===== src/rtl/acc_cpu_pkg.sv =====
package acc_cpu_pkg;

   localparam int OPC_W = 4;

   typedef enum logic [OPC_W-1:0] {
      OP_HALT  = 4'd0,
      OP_LOAD  = 4'd1,
      OP_STORE = 4'd2,
      OP_ADD   = 4'd3,
      OP_JUMP  = 4'd4
   } opcode_e;

   typedef enum logic [3:0] {
      ST_F_ADDR,
      ST_F_READ,
      ST_F_LOAD,
      ST_F_IR,
      ST_DECODE,
      ST_X_ADDR,
      ST_X_READ,
      ST_X_LOAD,
      ST_X_ACC,
      ST_S_BUF,
      ST_S_WRITE,
      ST_J_PC,
      ST_HALTED
   } state_e;

   typedef enum logic {
      ADR_FROM_PC = 1'b0,
      ADR_FROM_IR = 1'b1
   } mar_src_e;

   typedef enum logic {
      BUF_FROM_MEM = 1'b0,
      BUF_FROM_ACC = 1'b1
   } mbr_src_e;

   typedef enum logic {
      ACC_FROM_BUF = 1'b0,
      ACC_FROM_ALU = 1'b1
   } acc_src_e;

   typedef struct packed {
      logic     mar_ld;
      mar_src_e mar_sel;
      logic     mbr_ld;
      mbr_src_e mbr_sel;
      logic     ir_ld;
      logic     pc_inc;
      logic     pc_jump;
      logic     acc_ld;
      acc_src_e acc_sel;
      logic     mem_we;
      logic     halted;
   } ctrl_t;

endpackage


===== src/rtl/acc_cpu_ctrl.sv =====
module acc_cpu_ctrl
   import acc_cpu_pkg::*;
(
   input  logic             clk,
   input  logic             rst_n,
   input  logic [OPC_W-1:0] opcode,
   output ctrl_t            ctrl
);

   state_e state_q, state_d;

   always_ff @(posedge clk) begin
      if (!rst_n) state_q <= ST_F_ADDR;
      else        state_q <= state_d;
   end

   always_comb begin
      state_d = state_q;
      unique case (state_q)
         ST_F_ADDR:  state_d = ST_F_READ;
         ST_F_READ:  state_d = ST_F_LOAD;
         ST_F_LOAD:  state_d = ST_F_IR;
         ST_F_IR:    state_d = ST_DECODE;
         ST_DECODE: begin
            case (opcode)
               OP_HALT:  state_d = ST_HALTED;
               OP_LOAD,
               OP_STORE,
               OP_ADD:   state_d = ST_X_ADDR;
               OP_JUMP:  state_d = ST_J_PC;
               default:  state_d = ST_F_ADDR;
            endcase
         end
         ST_X_ADDR:  state_d = (opcode == OP_STORE) ? ST_S_BUF : ST_X_READ;
         ST_X_READ:  state_d = ST_X_LOAD;
         ST_X_LOAD:  state_d = ST_X_ACC;
         ST_X_ACC:   state_d = ST_F_ADDR;
         ST_S_BUF:   state_d = ST_S_WRITE;
         ST_S_WRITE: state_d = ST_F_ADDR;
         ST_J_PC:    state_d = ST_F_ADDR;
         ST_HALTED:  state_d = ST_HALTED;
         default:    state_d = ST_F_ADDR;
      endcase
   end

   always_comb begin
      ctrl = '0;
      ctrl.mar_sel = ADR_FROM_PC;
      ctrl.mbr_sel = BUF_FROM_MEM;
      ctrl.acc_sel = ACC_FROM_BUF;
      unique case (state_q)
         ST_F_ADDR: begin
            ctrl.mar_ld  = 1'b1;
            ctrl.mar_sel = ADR_FROM_PC;
            ctrl.pc_inc  = 1'b1;
         end
         ST_F_LOAD: begin
            ctrl.mbr_ld  = 1'b1;
            ctrl.mbr_sel = BUF_FROM_MEM;
         end
         ST_F_IR:   ctrl.ir_ld = 1'b1;
         ST_X_ADDR: begin
            ctrl.mar_ld  = 1'b1;
            ctrl.mar_sel = ADR_FROM_IR;
         end
         ST_X_LOAD: begin
            ctrl.mbr_ld  = 1'b1;
            ctrl.mbr_sel = BUF_FROM_MEM;
         end
         ST_X_ACC: begin
            ctrl.acc_ld  = 1'b1;
            ctrl.acc_sel = (opcode == OP_ADD) ? ACC_FROM_ALU : ACC_FROM_BUF;
         end
         ST_S_BUF: begin
            ctrl.mbr_ld  = 1'b1;
            ctrl.mbr_sel = BUF_FROM_ACC;
         end
         ST_S_WRITE: ctrl.mem_we  = 1'b1;
         ST_J_PC:    ctrl.pc_jump = 1'b1;
         ST_HALTED:  ctrl.halted  = 1'b1;
         default: ;
      endcase
   end

endmodule


===== src/rtl/acc_cpu_alu.sv =====
module acc_cpu_alu #(
   parameter int DATA_W       = 16,
   parameter bit ADD_SATURATE = 1'b0
) (
   input  logic [DATA_W-1:0] lhs,
   input  logic [DATA_W-1:0] rhs,
   output logic [DATA_W-1:0] sum
);

   logic [DATA_W:0] wide_sum;

   assign wide_sum = {1'b0, lhs} + {1'b0, rhs};

   generate
      if (ADD_SATURATE) begin : g_sat
         assign sum = wide_sum[DATA_W] ? {DATA_W{1'b1}} : wide_sum[DATA_W-1:0];
      end else begin : g_wrap
         assign sum = wide_sum[DATA_W-1:0];
      end
   endgenerate

endmodule


===== src/rtl/acc_cpu_datapath.sv =====
module acc_cpu_datapath
   import acc_cpu_pkg::*;
#(
   parameter int DATA_W = 16,
   parameter int ADDR_W = 12
) (
   input  logic              clk,
   input  logic              rst_n,
   input  ctrl_t             ctrl,
   input  logic [DATA_W-1:0] mem_rdata,
   input  logic [DATA_W-1:0] alu_sum,
   output logic [OPC_W-1:0]  opcode,
   output logic [ADDR_W-1:0] mar,
   output logic [DATA_W-1:0] mbr,
   output logic [ADDR_W-1:0] pc,
   output logic [DATA_W-1:0] acc
);

   logic [DATA_W-1:0] ir_q;
   logic [ADDR_W-1:0] oper_addr;
   logic [ADDR_W-1:0] mar_in;
   logic [DATA_W-1:0] mbr_in;
   logic [DATA_W-1:0] acc_in;

   assign opcode    = ir_q[DATA_W-1 -: OPC_W];
   assign oper_addr = ir_q[ADDR_W-1:0];

   assign mar_in = (ctrl.mar_sel == ADR_FROM_IR) ? oper_addr : pc;
   assign mbr_in = (ctrl.mbr_sel == BUF_FROM_ACC) ? acc : mem_rdata;
   assign acc_in = (ctrl.acc_sel == ACC_FROM_ALU) ? alu_sum : mbr;

   always_ff @(posedge clk) begin
      if (!rst_n) begin
         pc   <= '0;
         acc  <= '0;
         mar  <= '0;
         mbr  <= '0;
         ir_q <= '0;
      end else begin
         if (ctrl.pc_jump)     pc   <= oper_addr;
         else if (ctrl.pc_inc) pc   <= pc + ADDR_W'(1);
         if (ctrl.mar_ld)      mar  <= mar_in;
         if (ctrl.mbr_ld)      mbr  <= mbr_in;
         if (ctrl.ir_ld)       ir_q <= mbr;
         if (ctrl.acc_ld)      acc  <= acc_in;
      end
   end

endmodule


===== src/rtl/acc_cpu_core.sv =====
module acc_cpu_core
   import acc_cpu_pkg::*;
#(
   parameter int DATA_W       = 16,
   parameter bit ADD_SATURATE = 1'b0
) (
   input  logic                        clk,
   input  logic                        rst_n,
   output logic [DATA_W-OPC_W-1:0]     mem_addr,
   output logic [DATA_W-1:0]           mem_wdata,
   output logic                        mem_we,
   input  logic [DATA_W-1:0]           mem_rdata,
   output logic                        halted,
   output logic [DATA_W-OPC_W-1:0]     pc_out,
   output logic [DATA_W-1:0]           acc_out
);

   localparam int ADDR_W = DATA_W - OPC_W;

   generate
      if (DATA_W <= OPC_W + 1) begin : g_bad_width
         $error("acc_cpu_core: DATA_W must leave room for an address field");
      end
   endgenerate

   ctrl_t             ctrl;
   logic [OPC_W-1:0]  opcode;
   logic [ADDR_W-1:0] mar;
   logic [DATA_W-1:0] mbr;
   logic [ADDR_W-1:0] pc;
   logic [DATA_W-1:0] acc;
   logic [DATA_W-1:0] alu_sum;

   acc_cpu_ctrl u_ctrl (
      .clk    (clk),
      .rst_n  (rst_n),
      .opcode (opcode),
      .ctrl   (ctrl)
   );

   acc_cpu_datapath #(
      .DATA_W (DATA_W),
      .ADDR_W (ADDR_W)
   ) u_dp (
      .clk       (clk),
      .rst_n     (rst_n),
      .ctrl      (ctrl),
      .mem_rdata (mem_rdata),
      .alu_sum   (alu_sum),
      .opcode    (opcode),
      .mar       (mar),
      .mbr       (mbr),
      .pc        (pc),
      .acc       (acc)
   );

   acc_cpu_alu #(
      .DATA_W       (DATA_W),
      .ADD_SATURATE (ADD_SATURATE)
   ) u_alu (
      .lhs (acc),
      .rhs (mbr),
      .sum (alu_sum)
   );

   assign mem_addr  = mar;
   assign mem_wdata = mbr;
   assign mem_we    = ctrl.mem_we;
   assign halted    = ctrl.halted;
   assign pc_out    = pc;
   assign acc_out   = acc;

endmodule


===== config.mk =====
export PLATFORM = sky130hd
export DESIGN_NAME = acc_cpu_core
export DESIGN_NICKNAME = d
export VERILOG_FILES = /design/src/rtl/acc_cpu_pkg.sv /design/src/rtl/acc_cpu_ctrl.sv /design/src/rtl/acc_cpu_alu.sv /design/src/rtl/acc_cpu_datapath.sv /design/src/rtl/acc_cpu_core.sv
export SDC_FILE = /design/constraint.sdc
export NUM_CORES = 1
export LEC_CHECK = 0
export BUFFER_PORTS_ARGS = -buffer_cell sky130_fd_sc_hd__buf_4
export CORE_MARGIN = 4
export CORE_UTILIZATION = 30
export DETAILED_ROUTE_END_ITERATION = 8
export SETUP_SLACK_MARGIN = 0.5
export SLEW_MARGIN = 0
export SYNTH_ARGS = -nofsm -noshare
export SYNTH_HDL_FRONTEND = slang
export SYNTH_SLANG_ARGS = --single-unit

===== constraint.sdc =====
create_clock -name clk -period 2.2 [get_ports clk]
set_input_delay 0.44 -clock clk [delete_from_list [all_inputs] [get_ports clk]]
set_output_delay 0.44 -clock clk [all_outputs]
set_load 0.02 [all_outputs]

-- Yosys cells after proc, flatten, opt, wreduce, memory -nomap -nowiden
Cells that the tools add are included.
- add/subtract/negate cells: 2
- eq/ne operators: 16
- reductions and logical operators: 5
- multiplexer cells: 17
- operators with widths (operator ; number):
    4-bit case mux with 10 select lines ; 1
    12-bit 2-to-1 mux ; 3
    16-bit 2-to-1 mux ; 2
    4-bit by 3-bit equality test with 1-bit output (second input constant) ; 5
    4-bit equality test (second input constant) ; 5
    16-bit adder ; 1
    4-bit by 2-bit equality test with 1-bit output (second input constant) ; 4
    12-bit by 1-bit adder with 12-bit output (second input constant) ; 1
    4-bit case mux with 3 select lines ; 1
    4-bit by 1-bit equality test with 1-bit output (second input constant) ; 2
    4-bit logical NOT ; 2
    2-bit case mux with 2 select lines ; 2
    1-bit 2-to-1 mux ; 6
    4-bit 2-to-1 mux ; 1
    3-bit OR reduction ; 1
    2-bit 2-to-1 mux ; 1
    2-bit nonzero test ; 1
    2-bit OR reduction ; 1
- output and inout bits: 58
- bits of input ports: 18
- bits in registers: 76
- word-level logic and storage cells: 46

-- Longest topological paths before layout
Gate-level depths: netlist of the first run.
- depth in word-level cells: 4
- gate-level depth with buffers: 9
- gate-level depth less buffers: 9

-- Modules after synthesis
Synthesis of the first run repeated with hierarchy kept, for this count alone.
- cells, all modules: 487
- area total of the unflattened synthesis: 4394.2 um^2
- modules (own cells, without submodules) (module ; times used ; area an instance (um^2) ; cells an instance ; sequential area each (um^2)):
    acc_cpu_datapath ; 1 ; 3145.5 ; 327 ; 1441.4
    acc_cpu_alu ; 1 ; 853.3 ; 107 ; 0.0
    acc_cpu_ctrl ; 1 ; 395.4 ; 53 ; 80.1

-- Worst setup path after synthesis of the first run
Ideal clock, no wire load.
- path kind: register to register
- start point: register u_dp.mbr[0]
- end point: register u_dp.acc[10]
- slack: -0.165 ns
- path buffers: 0
- period minus slack after synthesis: 2.365 ns
- cell stages (with the launch flop): 10
- arrival: 2.299 ns
- setup time: 0.066 ns
- required time: 2.134 ns
- path through: dfxtp_1 > ha_1 > inv_1 > fa_1 > nand2b_1 > a21o_1 > a211o_1 > nor3b_1 > o31a_1 > a21oi_2
- cells in the longest elaborated chain, start to end: 2
- RTL lines (what ; line ; RTL):
    start: declaration ; acc_cpu_datapath.sv:14 ; output logic [DATA_W-1:0] mbr,
    start signal: assignment ; acc_cpu_datapath.sv:43 ; if (ctrl.mbr_ld) mbr <= mbr_in;
    16-bit adder ; acc_cpu_alu.sv:12 ; assign wide_sum = {1'b0, lhs} + {1'b0, rhs};
    16-bit 2-to-1 mux ; acc_cpu_datapath.sv:30 ; assign acc_in = (ctrl.acc_sel == ACC_FROM_ALU) ? alu_sum : mbr;
    end signal: assignment ; acc_cpu_datapath.sv:45 ; if (ctrl.acc_ld) acc <= acc_in;
    end: declaration ; acc_cpu_datapath.sv:16 ; output logic [DATA_W-1:0] acc
Every way passes these cells.
A chain may end at the register's enable or synchronous reset.

-- Worst setup path in the final report of the first run
- start point: register u_dp.acc[0]
- end point: register u_dp.acc[10]
- cells in the longest elaborated chain, start to end: 2
- RTL lines (what ; line):
    16-bit adder ; acc_cpu_alu.sv:12
    16-bit 2-to-1 mux ; acc_cpu_datapath.sv:30
Every way passes these cells.

==> results of run 1 <==
[power groups by stage]
| stage | Combinational (mW) | Sequential, mW | Clock, mW |
|---|---|---|---|
| finish | 1.10 | 1.60 | 1.63 |
| global route | 1.20 | 1.61 | 1.75 |
| CTS | 1.02 | 1.60 | 1.67 |
| global placement | 0.924 | 1.61 | 0 |
| detailed placement | 0.936 | 1.61 | 0 |
| floorplan | 0.523 | 1.67 | 0 |
[worst paths after layout]
check | end | startpoint | slack [ns] | depth (start not counted)
min | u_dp.acc[15] | rst_n | 0.44 | 2
max | u_dp.acc[10] | u_dp.acc[0] | 0.07 | 9
min reg2reg | u_dp.mar[2] | u_dp.mar[2] | 0.46 | 2
max reg2reg | u_dp.acc[10] | u_dp.acc[0] | 0.07 | 9
[metrics by stage]
stage | utilization, % | hold WS (ns)
after floorplan | - | 0.449
final | 45.1 | 0.437
after detailed placement | 38.2 | 0.451
after CTS | 43.3 | 0.421
after global routing | 45.1 | 0.446
after global placement | 38.2 | 0.449
[flip-flops by register name, indices dropped and copies added (netlist names)]
| register | cells |
|---|---|
| u_dp.acc | 16 |
| u_dp.pc | 12 |
| u_dp.mbr | 16 |
| u_dp.ir_q | 16 |
| u_dp.mar | 12 |
| u_ctrl.state_q | 4 |
[routing by layer]
layer	GRT usage, %	part of all wire [%]
met1	20.8	45
met2	26.2	48
met3	3.60	5.0
met4	4.92	1.5
met5	0	0
[worst max-delay path: cells and delay by family (launching register included)]
| family | cells | cell delay (ns) |
|---|---|---|
| AND/OR/NAND/NOR | 2 | 0.33 |
| adder cells (fa/ha/maj) | 2 | 0.48 |
| buffers and inverters | 1 | 0.03 |
| flip-flops | 1 | 0.35 |
| AO/OA/AOI/OAI | 4 | 0.86 |
[what timing repair did]
item                       CTS  global route
setup endpoints to repair   55            51
setup buffers               15            12
pin swaps                   18            25
gates resized for setup     54            37
[placed cells by master, fill, tap and decap left out, types with 5 or more instances in the layout]
cell type,n
buf_4,120
nand2_1,89
nor2_1,50
dfxtp_1,49
a21oi_1,47
mux2i_1,20
a211oi_1,18
o21ai_0,17
ha_4,15
dfxtp_2,14
dfxtp_4,13
a22oi_1,12
a31oi_1,10
clkbuf_16,9
a21oi_2,8
inv_1,7
o211ai_1,7
nand3_1,7
xnor2_1,6
nor3_1,5
o21ai_1,5
a311oi_1,5
buf_6,5
[cell usage after synthesis (all sizes together) (11+ instances only)]
| library cell | number |
|---|---|
| mux2i | 20 |
| nand2 | 92 |
| a21oi | 58 |
| buf | 20 |
| a211oi | 19 |
| a31oi | 11 |
| nor2 | 54 |
| o21ai | 24 |
| ha | 16 |
| a22oi | 13 |
| dfxtp | 76 |
[kinds of logic (layout without fill, tap and decap cells)]
| logic type | count (synthesis) | in the layout |
|---|---|---|
| AND/OR/NAND/NOR | 200 | 200 |
| AO/OA/AOI/OAI | 162 | 162 |
| flip-flops | 76 | 76 |
| buffers and inverters | 40 | 154 |
| multiplexers | 20 | 20 |
| adder cells (fa/ha/maj) | 17 | 17 |
| XOR/XNOR | 10 | 10 |
[final cells by class]
type	count	area, µm²	area share [%]
clock buffer	13	260	4.29
clock inverter	3	68.8	1.13
inverter	10	37.5	0.618
multi-input combinational	409	2880	47.5
sequential	76	1590	26.2
tap	176	220	3.63
timing repair buffer	128	1010	16.7
==> impl_metrics.ini, run 1 <==
[finish]
nets = 669
drive_gt1_share_pct = 36.9
fill_cells = 1310
fin_area_um2 = 6070
area_delta_synth_final_pct = 44.7
fin_cells = 815
antenna_cells = 0

[global_route]
grt_first_pass_wirelength_um = 20800
grt_start_max_net_pins = 47
overflow = 0
grtUsageTotal_pct = 15.9
antenna_found_initial = 0
grt_pass1_vias = 4090

[synth]
syn_area_um2 = 4190
syn_avg_cell_area_um2 = 7.99
ys_types = 57
ys.flop_type = dfxtp_1
synth_top_family_by_area = compound AO/OA/AOI/OAI gates
seq_area_frac_synth_pct = 36.3
synth_compound_area_share_pct = 25.2
async_flop_share_pct = 0
ys_ff_latch = 76
yosys_warnings = 0
synth_nets = 560
synth_top_area_share_pct = 36.3
synth_top_area_cell = dfxtp_1
synth-xor-area-share_pct = 2.09
synth_top_cells_by_area = dfxtp_1 36%, nand2_1 8.2%, a21oi_1 6.8%, ha_1 4.8%, mux2i_1 4.8%
synth-edff-count = 0
synth_fa_ha_area_share_pct = 5.25
synth_mux_area_share_pct = 4.77
postSynthCellCount = 525
yosys.area_share.simple_pct = 21.8

[run_status]
status = completed

[floorplan]
die_h_um = 126
io_pins = 76
placementRows = 42
core_area_um2 = 13500
dieArea_um2 = 15900
die_w_um = 126
initial_core_util_pct = 31.2

[drt]
drt_iter0_drc = 323
wire_per_inst_um = 15.9
wirelength_um = 12900
vias_per_cell = 5.28
drtAntennaViolNets = 0
vias = 4303
drtPass1Iterations = 5
drc = 0

[clock_tree]
cts_tree = built
clkTransAtPathRegs_ns = 0.06
h-tree-depth = 3
clock_latency_ns = 0.34
cts_made_buffers = 9
ctsHoldBuffers = 0
numClockSinks = 76
clockRootBuffer = clkbuf_16
clockBufferDepth = 2

[pwr]
combPwrFrac_pct = 25.4
intPower_mw = 3.02
peakVddDrop_uv = 360
pwr-share-clk_pct = 37.7
p_total_mw = 4.33
leakage_nw = 2.21
power_frac_seq_pct = 36.9
pwr_density_cell_nw_per_um2 = 714
p_sw_share_pct = 30.2
p_sw_mw = 1.31

[sta]
tightest_slew_ns = 0.438
finalClockSkew_ns = 0.00966
relSlewSlack_pct = 70.7
finalSetupTns_ns = 0
max_freq_mhz = 470
rsz0062_at_grt = yes
fin_crit_sh_pct = 96.8
hold_violations = 0
setup_slack_ns = 0.0712
setup_viol = 0
drv_slew = 0
finalCriticalPeriod_ns = 2.13

[flow_run]
max-cap-violations = 0

[place]
hpwlAfterDp_um = 8930
place_area_um2 = 5140
dp_slack_ns = 0.0334
dp_cells = 772
gp_congestion = 0.877
io_buffers = 75

[worst_setup_path]
crit_type = flip-flop to flip-flop
crit_fanout = 4
arrival_ns = 2.41
critical_path.cell_chain = ha_4 -> inv_2 -> fa_2 -> nand2b_4 -> a21o_1 -> a211o_1 -> nor3b_2 -> o31a_1 -> a21oi_2
slowest_stage = dfxtp_4
endpoint_kind = flip-flop
crit_path_max_incr_delay_ns = 0.35
cp.required_ns = 2.48
worstSetupStartpointType = flip-flop

[worst_hold_path]
hold_path_class = primary input to flip-flop
Note: power is estimated with default switching activity, not from simulation.
==> run 2, diff against run 1 <==
Settings changed: CELL_PAD_IN_SITES_DETAIL_PLACEMENT set to 1, CELL_PAD_IN_SITES_GLOBAL_PLACEMENT set to 2, PLACE_DENSITY_LB_ADDON set to 0.1.
Clock period 2.2 ns to 2.5 ns, I/O delays scaled along.
==> impl_metrics.ini, run 2 (synthesis gave the netlist of run 1 again) <==
[global_route]
grt_pass1_vias = 4323
overflow = 0
antenna_found_initial = 0
grt_start_max_net_pins = 27
grtUsageTotal_pct = 17.8
grt_first_pass_wirelength_um = 23100

[pwr]
p_sw_mw = 1.18
pwr_density_cell_nw_per_um2 = 644
peakVddDrop_uv = 327
intPower_mw = 2.37
p_sw_share_pct = 33.3
leakage_nw = 2.05
power_frac_seq_pct = 39.3
pwr-share-clk_pct = 36.8
combPwrFrac_pct = 23.9

[place]
hpwlAfterDp_um = 10100
dp_slack_ns = 0.278
io_buffers = 75
place_area_um2 = 5040
gp_congestion = 0.771

[clock_tree]
clockRootBuffer = clkbuf_16
cts_tree = built
ctsHoldBuffers = 0
clockBufferDepth = 2
clkTransAtPathRegs_ns = 0.06
h-tree-depth = 3
numClockSinks = 76
clock_latency_ns = 0.35
cts_made_buffers = 9

[worst_setup_path]
endpoint_kind = flip-flop
r2r_cells = 9
crit_start = u_dp.mbr[0]
timing.rr.end = u_dp.acc[14]
crit_fanout = 4
r2r_setup_slack_ns = 0.36
worstSetupStartpointType = flip-flop
crit_type = flip-flop to flip-flop
r2r-start = u_dp.mbr[0]
cp.required_ns = 2.69
arrival_ns = 2.33

[finish]
fin_area_um2 = 5530
drive_gt1_share_pct = 26.5
area_delta_synth_final_pct = 31.7
layout_commonest_cell = buf_4
antenna_cells = 0
fin_util_pct = 41.1
largestRegisters = u_dp.acc (16), u_dp.ir_q (16), u_dp.mbr (16)
nets = 646
final_cell_mix = 102 x buf_4, 91 x nand2_1, 66 x dfxtp_1

[drt]
vias_per_cell = 5.39
drt_iter0_drc = 209
drtPass1Iterations = 4
vias = 4267
wire_per_inst_um = 18.0
drtAntennaViolNets = 0
drc = 0
wirelength_um = 14200

[sta]
setup_viol = 0
finalClockSkew_ns = 0.00574
finalCriticalPeriod_ns = 2.14
relSlewSlack_pct = 42.5
setup_slack_ns = 0.359
max_freq_mhz = 467
hold_violations = 0
fin_crit_sh_pct = 85.7
tightest_slew_ns = 0.850
rsz0062_at_grt = yes
finalSetupTns_ns = 0
drv_slew = 0
hold_slack_ns = 0.456

[floorplan]
placementRows = 42
die_w_um = 126
dieArea_um2 = 15900
core_area_um2 = 13500
initial_core_util_pct = 31.2
io_pins = 76
die_h_um = 126

[run_status]
status = completed

[worst_hold_path]
hold_path_class = flip-flop to flip-flop
min-delay-start = u_dp.mar[4]
min_path_cells = 2
hold_end = u_dp.mar[4]

[flow_run]
max-cap-violations = 0
run 2: worst max-delay path, cell delays in order (launching register included):
cell,delay (ns)
dfxtp_4,0.36
ha_4,0.13
inv_2,0.03
fa_2,0.36
nand2b_4,0.15
a21o_1,0.17
a211o_1,0.33
a21oi_2,0.18
xnor2_1,0.14
o221ai_1,0.13
run 2: repair_timing:
action | in CTS | in global routing
resized for setup | 9 | 16
pin swaps | 11 | 5
buffers inserted | 7 | 2
endpoints found under the setup margin | 17 | 23
endpoints found under the hold margin | 0 | 0
run 2: power groups by stage:
stage / clock (mW) / sequential [mW] / combinational, mW
after floorplan: 0 / 1.46 / 0.449
after global placement: 0 / 1.41 / 0.792
after detailed placement: 0 / 1.42 / 0.810
after CTS: 1.35 / 1.39 / 0.830
after global routing: 1.41 / 1.41 / 0.938
final: 1.31 / 1.40 / 0.851
run 2: how the worst max path moves through the flow:
stage                              end  cells past startpoint  slack, ns
after floorplan           u_dp.acc[10]                      9       0.39
after global placement    u_dp.acc[14]                      9       0.31
after detailed placement  u_dp.acc[14]                      9       0.28
after CTS                 u_dp.acc[14]                      9       0.35
after global routing      u_dp.acc[14]                      9       0.27
final                     u_dp.acc[14]                      9       0.36
run 2: layout make-up:
type,instances,area (µm²)
well taps,176,220
repair buffers,105,826
inverters,10,37.5
clock buffers,11,254
fillers,1624,7930
flip-flops and latches,76,1540
multi-input cells,409,2610
clock inverters,5,42.5
run 2: stage by stage:
stage / cells / power, mW
2_1_floorplan: 525 / 1.91
3_3_place_gp: 767 / 2.21
3_5_place_dp: 767 / 2.23
4_1_cts: 790 / 3.58
5_1_grt: 792 / 3.76
6_report: 792 / 3.56
run 2: routing by layer:
metal,GRT usage (%),share of wire (%),vias to the layer above
li1,-,-,2078
met1,23.8,47,2108
met2,29.0,48,63
met3,2.37,2.9,18
met4,7.26,2.0,0
met5,0,0,-
==> run 3, diff against run 2 <==
Settings changed: CORE_ASPECT_RATIO set to 1.25.
==> impl_metrics.ini, run 3 (synthesis gave the netlist of run 1 again) <==
[run_status]
status = completed

[pwr]
peakVddDrop_uv = 249
p_sw_share_pct = 32.2
leakage_nw = 2.04
pwr-share-clk_pct = 37.6
intPower_mw = 2.41
combPwrFrac_pct = 22.7
p_sw_mw = 1.14
pwr_density_cell_nw_per_um2 = 651
power_frac_seq_pct = 39.7

[worst_hold_path]
min-delay-start = u_dp.mar[0]
hold_path_class = flip-flop to flip-flop

[drt]
route.met2.wl_um = 7290
vias_per_cell = 5.35
drtAntennaViolNets = 0
met3_length_um = 390
wirelength_um = 13900
vias = 4202
met1_length_um = 6120
wire_per_inst_um = 17.7
drtPass1Iterations = 4
drt_iter0_drc = 155
drc = 0
dr.max_layer_used = met4

[worst_setup_path]
crit_start = u_dp.acc[0]
endpoint_kind = flip-flop
crit_fanout = 4
worstSetupStartpointType = flip-flop
crit_type = flip-flop to flip-flop
cp.required_ns = 2.78
arrival_ns = 2.42
r2r-start = u_dp.acc[0]

[global_route]
grt_first_pass_wirelength_um = 23100
grtUsageTotal_pct = 17.8
antenna_found_initial = 0
grt_start_max_net_pins = 36
overflow = 0
grt_pass1_vias = 4380

[sta]
finalClockSkew_ns = 0.00717
finalSetupTns_ns = 0
finalCriticalPeriod_ns = 2.14
relSlewSlack_pct = 56.9
drv_slew = 0
max_freq_mhz = 467
setup_viol = 0
rsz0062_at_grt = yes
fin_crit_sh_pct = 85.7
hold_violations = 0
tightest_slew_ns = 0.637
hold_slack_ns = 0.458

[floorplan]
die_h_um = 140
die_w_um = 114
core_area_um2 = 13800
placementRows = 48
io_pins = 76
initial_core_util_pct = 30.5
dieArea_um2 = 15900

[clock_tree]
clockBufferDepth = 2
cts_made_buffers = 9
cts_tree = built
h-tree-depth = 3
clockRootBuffer = clkbuf_16
clkTransAtPathRegs_ns = 0.06
numClockSinks = 76
clock_latency_ns = 0.34

[finish]
drive_gt1_share_pct = 25.9
fill_cells = 1657
fin_util_pct = 39.7
layout_commonest_cell = buf_4
nets = 641
final_cell_mix = 98 x buf_4, 92 x nand2_1, 64 x dfxtp_1
area_delta_synth_final_pct = 30.1
antenna_cells = 0
largestRegisters = u_dp.acc (16), u_dp.ir_q (16), u_dp.mbr (16)

[place]
gp_congestion = 0.811
hpwlAfterDp_um = 10300
io_buffers = 75

[flow_run]
max-cap-violations = 0
run 3: cell types whose count changed in the layout (fill, tap and decap cells not counted), sizes merged:
| cell | previous run | this run |
|---|---|---|
| buf | 105 | 100 |
| inv | 12 | 10 |
| bufinv | 0 | 1 |
| clkbuf | 11 | 10 |
| clkinv | 2 | 3 |
| clkinvlp | 1 | 2 |
run 3: power groups by stage:
stage          combinational, mW  clock, mW  sequential, mW
2_1_floorplan              0.449          0            1.46
3_3_place_gp               0.769          0            1.43
3_5_place_dp               0.786          0            1.43
4_1_cts                    0.802       1.38            1.40
5_1_grt                    0.901       1.42            1.43
6_report                   0.807       1.34            1.41
run 3: path summary, 6_finish.rpt:
| path | end | cells after the start | slack [ns] |
|---|---|---|---|
| max | u_dp.acc[10] | 9 | 0.36 |
| min | u_dp.mar[0] | 2 | 0.46 |
| max reg2reg | u_dp.acc[10] | 9 | 0.36 |
| min reg2reg | u_dp.mar[0] | 2 | 0.46 |
run 3: layout make-up:
type                    count  area [µm²]  area share, %
flip-flops and latches     76        1550           28.3
repair buffers            100         771           14.1
clock inverters             6        63.8           1.17
clock buffers              10         239           4.38
well taps                 175         219           4.01
inverters                  10        37.5          0.688
multi-input cells         409        2580           47.3
run 3: worst max-delay path, cell delays in order, from the launching register on:
cell and delay, ns:
dfxtp_4 0.36, ha_4 0.13, inv_2 0.03, fa_2 0.33
nand2b_4 0.15, a21o_1 0.18, a211o_1 0.33, nor3b_2 0.18
o31a_1 0.26, a21oi_2 0.13
run 3: repair_timing:
| action | 4_1_cts | 5_1_grt |
|---|---|---|
| endpoints found under the setup margin | 34 | 44 |
| pin swaps | 3 | 3 |
| cloned | 0 | 0 |
| resized for setup | 7 | 20 |
| buffers inserted | 4 | 2 |
| hold buffers | 0 | 0 |
run 3: layer usage:
metal  global-route usage, %  up-vias
li1                        -     2075
met1                    22.0     2057
met2                    32.0       60
met3                    2.55       10
met4                    4.56        0
met5                       0        -
run 3: metrics by stage:
step           cells  total power [mW]  setup slack [ns]  area (µm²)
2_1_floorplan    525              1.91             0.386        4230
3_3_place_gp     764              2.20             0.283        5010
3_5_place_dp     764              2.22             0.265        5010
4_1_cts          784              3.58             0.352        5370
5_1_grt          786              3.75             0.256        5460
6_report         786              3.55             0.359        5460
